## src/rtl/evr_pkg.sv

```systemverilog
package evr_pkg;

  localparam int GEN_SEL_W = 7;
  localparam logic [31:0] CFG_RESET = 32'h0000_8000;
  localparam logic [31:0] CFG_MASK  = 32'h0000_CF7F;

  typedef enum logic [1:0] {
    ROUTE_SYNC   = 2'd0,
    ROUTE_RESYNC = 2'd1,
    ROUTE_ASYNC  = 2'd2,
    ROUTE_RSVD   = 2'd3
  } route_e;

  typedef enum logic [1:0] {
    DET_NONE = 2'd0,
    DET_RISE = 2'd1,
    DET_FALL = 2'd2,
    DET_BOTH = 2'd3
  } det_e;

  typedef struct packed {
    logic                 on_demand;
    logic                 run_sleep;
    det_e                 det_mode;
    route_e               route;
    logic [GEN_SEL_W-1:0] gen_sel;
  } chan_cfg_t;

  function automatic chan_cfg_t unpack_cfg(input logic [31:0] w);
    chan_cfg_t c;
    c.on_demand = w[15];
    c.run_sleep = w[14];
    c.det_mode  = det_e'(w[11:10]);
    c.route     = route_e'(w[9:8]);
    c.gen_sel   = w[GEN_SEL_W-1:0];
    return c;
  endfunction

  function automatic logic detect(input det_e m, input logic cur, input logic prev);
    case (m)
      DET_RISE: return cur & ~prev;
      DET_FALL: return ~cur & prev;
      DET_BOTH: return cur ^ prev;
      default:  return 1'b0;
    endcase
  endfunction

endpackage

```

## src/rtl/evr_cfg_reg.sv

```systemverilog
module evr_cfg_reg
  import evr_pkg::*;
(
  input  logic        clk,
  input  logic        rst,
  input  logic        wr,
  input  logic [3:0]  be,
  input  logic [31:0] wdata,
  output logic [31:0] raw_o,
  output chan_cfg_t   cfg_o
);

  logic [31:0] word_q;

  always_ff @(posedge clk) begin
    if (rst) begin
      word_q <= CFG_RESET;
    end else if (wr && (&be)) begin
      word_q <= wdata & CFG_MASK;
    end
  end

  assign raw_o = word_q;
  assign cfg_o = unpack_cfg(word_q);

endmodule

```

## src/rtl/evr_line_sel.sv

```systemverilog
module evr_line_sel #(
  parameter int SEL_W = 7,
  localparam int NUM_LINES = 1 << SEL_W
) (
  input  logic [NUM_LINES-1:0] lines_i,
  input  logic [SEL_W-1:0]     sel_i,
  output logic                 line_o
);

  always_comb begin
    if (sel_i == '0) line_o = 1'b0;
    else             line_o = lines_i[sel_i];
  end

endmodule

```

## src/rtl/evr_edge_pipe.sv

```systemverilog
module evr_edge_pipe
  import evr_pkg::*;
#(
  parameter int RESYNC_STAGES = 2
) (
  input  logic clk,
  input  logic rst,
  input  logic clr,
  input  logic resync,
  input  det_e mode,
  input  logic line_i,
  output logic hit_o,
  output logic evt_o
);

  logic [RESYNC_STAGES-1:0] chain_q;
  logic                     prev_q;
  logic                     evt_q;
  logic                     cur;

  for (genvar i = 0; i < RESYNC_STAGES; i++) begin : g_stage
    if (i == 0) begin : g_first
      always_ff @(posedge clk) begin
        if (rst || clr) chain_q[0] <= 1'b0;
        else            chain_q[0] <= line_i;
      end
    end else begin : g_next
      always_ff @(posedge clk) begin
        if (rst || clr) chain_q[i] <= 1'b0;
        else            chain_q[i] <= chain_q[i-1];
      end
    end
  end

  assign cur   = resync ? chain_q[RESYNC_STAGES-1] : chain_q[0];
  assign hit_o = detect(mode, cur, prev_q);

  always_ff @(posedge clk) begin
    if (rst || clr) begin
      prev_q <= 1'b0;
      evt_q  <= 1'b0;
    end else begin
      prev_q <= cur;
      evt_q  <= hit_o;
    end
  end

  assign evt_o = evt_q;

endmodule

```

## src/rtl/evr_channel.sv

```systemverilog
module evr_channel
  import evr_pkg::*;
#(
  parameter int CHAN_IDX      = 0,
  parameter int SYNC_CAP      = 12,
  parameter int RESYNC_STAGES = 2,
  localparam int NUM_GEN      = 1 << GEN_SEL_W
) (
  input  logic               clk,
  input  logic               rst,
  input  logic               cfg_wr,
  input  logic [3:0]         cfg_be,
  input  logic [31:0]        cfg_wdata,
  output logic [31:0]        cfg_rdata,
  input  logic               sleep_i,
  input  logic [NUM_GEN-1:0] gen_i,
  output logic               evt_o,
  output logic               clk_req_o
);

  chan_cfg_t cfg;
  route_e    route_eff;
  logic      line;
  logic      running;
  logic      clocked;
  logic      pipe_hit;
  logic      pipe_evt;
  logic      busy;

  evr_cfg_reg u_cfg (
    .clk   (clk),
    .rst   (rst),
    .wr    (cfg_wr),
    .be    (cfg_be),
    .wdata (cfg_wdata),
    .raw_o (cfg_rdata),
    .cfg_o (cfg)
  );

  evr_line_sel #(.SEL_W(GEN_SEL_W)) u_sel (
    .lines_i (gen_i),
    .sel_i   (cfg.gen_sel),
    .line_o  (line)
  );

  if (CHAN_IDX < SYNC_CAP) begin : g_all_routes
    assign route_eff = cfg.route;
  end else begin : g_async_only
    assign route_eff = ROUTE_ASYNC;
  end

  assign running = (cfg.gen_sel != '0) && (route_eff != ROUTE_RSVD)
                   && !(sleep_i && !cfg.run_sleep);
  assign clocked = (route_eff == ROUTE_SYNC) || (route_eff == ROUTE_RESYNC);

  evr_edge_pipe #(.RESYNC_STAGES(RESYNC_STAGES)) u_pipe (
    .clk    (clk),
    .rst    (rst),
    .clr    (!(running && clocked)),
    .resync (route_eff == ROUTE_RESYNC),
    .mode   (cfg.det_mode),
    .line_i (line),
    .hit_o  (pipe_hit),
    .evt_o  (pipe_evt)
  );

  assign busy      = clocked && (pipe_hit || pipe_evt);
  assign evt_o     = running && (clocked ? pipe_evt : line);
  assign clk_req_o = running && (!cfg.on_demand || busy);

endmodule

```

## config.mk

```make
export PLATFORM = sky130hd
export DESIGN_NAME = evr_channel
export DESIGN_NICKNAME = d
export VERILOG_FILES = /design/src/rtl/evr_pkg.sv /design/src/rtl/evr_cfg_reg.sv /design/src/rtl/evr_line_sel.sv /design/src/rtl/evr_edge_pipe.sv /design/src/rtl/evr_channel.sv
export SDC_FILE = /design/constraint.sdc
export NUM_CORES = 1
export LEC_CHECK = 0
export ABC_AREA = 0
export BUFFER_PORTS_ARGS = -buffer_cell sky130_fd_sc_hd__buf_4
export CAP_MARGIN = 30
export CORE_ASPECT_RATIO = 1.4
export CORE_MARGIN = 2
export CORE_UTILIZATION = 34
export CTS_BUF_LIST = sky130_fd_sc_hd__clkbuf_8
export CTS_CLUSTER_SIZE = 8
export DETAILED_ROUTE_END_ITERATION = 6
export GPL_ROUTABILITY_DRIVEN = 1
export PLACE_DENSITY = 0.9
export SLEW_MARGIN = 0
export SYNTH_ARGS = -nofsm -noshare
export SYNTH_HDL_FRONTEND = slang
export SYNTH_SLANG_ARGS = --single-unit
```

## constraint.sdc

```tcl
create_clock -name clk -period 2 [get_ports clk]
set_input_delay 0 -clock clk [delete_from_list [all_inputs] [get_ports clk]]
set_output_delay 0 -clock clk [all_outputs]
set_load 0.02 [all_outputs]
```

==> run metrics <==
status=complete, but fails checks; failing checks=hold timing, setup timing; CTS tree=done; CP max-delay cell=mux4_2; std cell rows=34; Design Area, Final=3600 sq um; Fin Hold WS=-0.00538 ns; area occupied by multi-input gates=1550 sq um; Starting Density=0.346; htree depth=1; Setup Viol. Count Final=2; register area share after synthesis=0.161; DP HPWL=6.40 mm; Crit Reg-Reg Startpoint=u_cfg.raw_o[0]$_SDFFE_PP0P_; Max Cap Viol=0; clk buf depth=2; crit path max fanout=8; CP Class=flip-flop to primary output; Max Clock Skew=0.000687 ns; Cells after Synth=189; I/O pin cnt=202; drt pass-1 iters=4; layout cells sized above 1=0.627; Cell Area, Synth=2120 sq um; final hold viol count=2; flops & latches, synth=17; hold crit path type=input port to flip-flop; via/cell ratio=5.13; Tmin final=2.44 ns; Final nets=543; FF+latch area=349 sq um; dpl cell area=3360 sq um; I/O Buffers=163; clk slew on worst S/H paths=0.07 ns; Horiz. Die Dim=70.7 microns; fin worst setup slack=-0.439 ns; antenna viol nets, final=0; Worst EP required=2.00 ns; syn avg cell area=11.2 sq um; all-layer global routing usage=0.221; final period utilization=1.22; Endpoint, Worst Hold=u_cfg.raw_o[1]$_SDFFE_PP0P_; pin count of the biggest net entering global routing=18; Reg-to-Reg End=u_pipe.chain_q[0]$_SDFF_PP0_; Diodes inserted=0; P&R area growth vs syn=70.1%; number of global-route vias before repair=2559; TritonCTS Buffers=3; die area=6880 sq um; initial antenna violation count=0; critical path's most frequent cell=mux4_2; GPL Wtd Cong=0.795; Synth cell types=44; Max IR drop VDD=0.393 mV; initial drt markers=44; CP arrival=2.44 ns; leak pwr=1.67 nW; R2R depth=7; ys async rst share=0; R2R Setup Slk=-0.08 ns; Hold Path Origin=cfg_wdata[1]; crit path launch type=flip-flop; Die Y=97.4 microns; RSZ-0062 raised after global routing=yes; Max stage delay on crit path=0.50 ns; Via Count=2285; fillers=522; Peak Freq=0.410 GHz; Avg WL per Cell=17.4 microns; first-pass GRT wire length=12.0 mm; root buffer cell=clkbuf_8; main flop type after synthesis=dfxtp_1; clk_lat worst skew=0.25 ns; EDFF count, synth=0; final WL=7.73 mm; Slew Viols, Final=0; critical-path cell list=buf_12 > mux4_2 > mux4_2 > mux2i_1 > nand3_1 > o221ai_2 > o32ai_2 > buf_4; YS warnings=0; Hold Path Depth=3; core area=6130 sq um; Clock Sink Count=17; CP endpoint kind=primary output; grt ovf=0; drt drc=0; power per cell area=287 nW/um^2
layout make-up:
cell class                      count  share of cell area
Inverter                            8             0.00834
Clock inverter                      1             0.00104
Clock buffer                        3              0.0115
Timing Repair Buffer              196               0.426
Sequential cell                    17              0.0969
Tap cell                           72              0.0250
Multi-Input combinational cell    148               0.431
cells by family after synthesis:
kind of cell	Yosys count	synth area share
mux	59	0.472
flops	17	0.161
other cells	1	0.00177
compound gates	24	0.0910
simple gates	45	0.107
buf+inv	42	0.162
fa+ha+maj	1	0.00591
placed cells by master (no fill, tap or decap), types with 2 or more instances in the layout:
cell and n:
mux2i_1 24, mux4_1 6, conb_1 19, buf_12 3
nand2_1 3, dfxtp_4 2, buf_4 183, nand2b_1 4
o221ai_2 4, dlygate4sd3_1 9, a21oi_1 3, mux2_2 5
dfxtp_1 14, nor3_1 2, clkbuf_8 3, nor2_1 20
and2_1 2, nand3_1 3, mux4_2 23, a21o_1 2
o221ai_1 3, inv_1 9
per-layer routing:
layer / GRT usage / part of all wire / vias up / routed length [microns]
met1: 0.210 / 0.33 / 1070 / 2530
met2: 0.431 / 0.55 / 129 / 4220
met3: 0.0591 / 0.099 / 19 / 766
li1: - / - / 1067 / -
met5: 0 / 0 / - / 0
met4: 0.0856 / 0.028 / 0 / 217
state kept, by name (all words and copies together), names as in the netlist:
name            flops
u_pipe.evt_o        1
u_cfg.raw_o        13
u_pipe.prev_q       1
u_pipe.chain_q      2
power by group:
part | internal (W) | switching [W]
sequential | 0.000340 | 0.00000512
clock | 0.000136 | 0.000119
combinational | 0.000288 | 0.000146
total | 0.000765 | 0.000270
synthesized netlist by cell type (all sizes together) (3+ instances only):
master  count  area share
clkbuf      7       0.041
a21oi       4      0.0095
o221ai      7       0.032
dfxtp      17        0.16
nand2b      4       0.012
nand3       4      0.0095
mux2i      24        0.11
buf        27        0.11
nand2       3      0.0053
mux2        6       0.032
nor2       20       0.035
inv         8       0.014
mux4       29        0.33
repair_timing:
action,4_1_cts,5_1_grt
hold buffers,9,0
hold endpoints to repair,9,0
pin swaps,5,4
setup endpoints to repair,3,6
gates resized for setup,11,8
setup buffers,5,0
per-stage QoR:
step                cells   util  power (W)  setup WS [ns]  setup TNS, ns
floorplan             207      -   0.000539        -0.0547         -0.106
global placement      427  0.548   0.000751         -0.228         -0.343
detailed placement    427  0.548   0.000764         -0.287         -0.464
CTS                   445  0.584    0.00103         -0.450         -0.553
global route          445  0.588    0.00108         -0.547         -0.982
finish                445  0.588    0.00103         -0.439         -0.517
critical path: cells and delay by family, from the launching register on:
family	cells	cell delay [ns]
flip-flops	1	0.37
multiplexers	3	1.16
AO/OA/AOI/OAI	2	0.23
AND/OR/NAND/NOR	1	0.11
buffers and inverters	2	0.30
how the worst max path moves through the flow:
stage,to,cells past startpoint,startpoint
6_report,evt_o,8,u_cfg.raw_o[0]$_SDFFE_PP0P_
5_1_grt,evt_o,8,u_cfg.raw_o[0]$_SDFFE_PP0P_
4_1_cts,evt_o,8,u_cfg.raw_o[0]$_SDFFE_PP0P_
3_5_place_dp,evt_o,7,u_cfg.raw_o[0]$_SDFFE_PP0P_
3_3_place_gp,evt_o,7,u_cfg.raw_o[0]$_SDFFE_PP0P_
2_1_floorplan,u_pipe.chain_q[0]$_SDFF_PP0_,8,u_cfg.raw_o[0]$_SDFFE_PP0P_
Note: power is estimated with default switching activity, not from simulation.
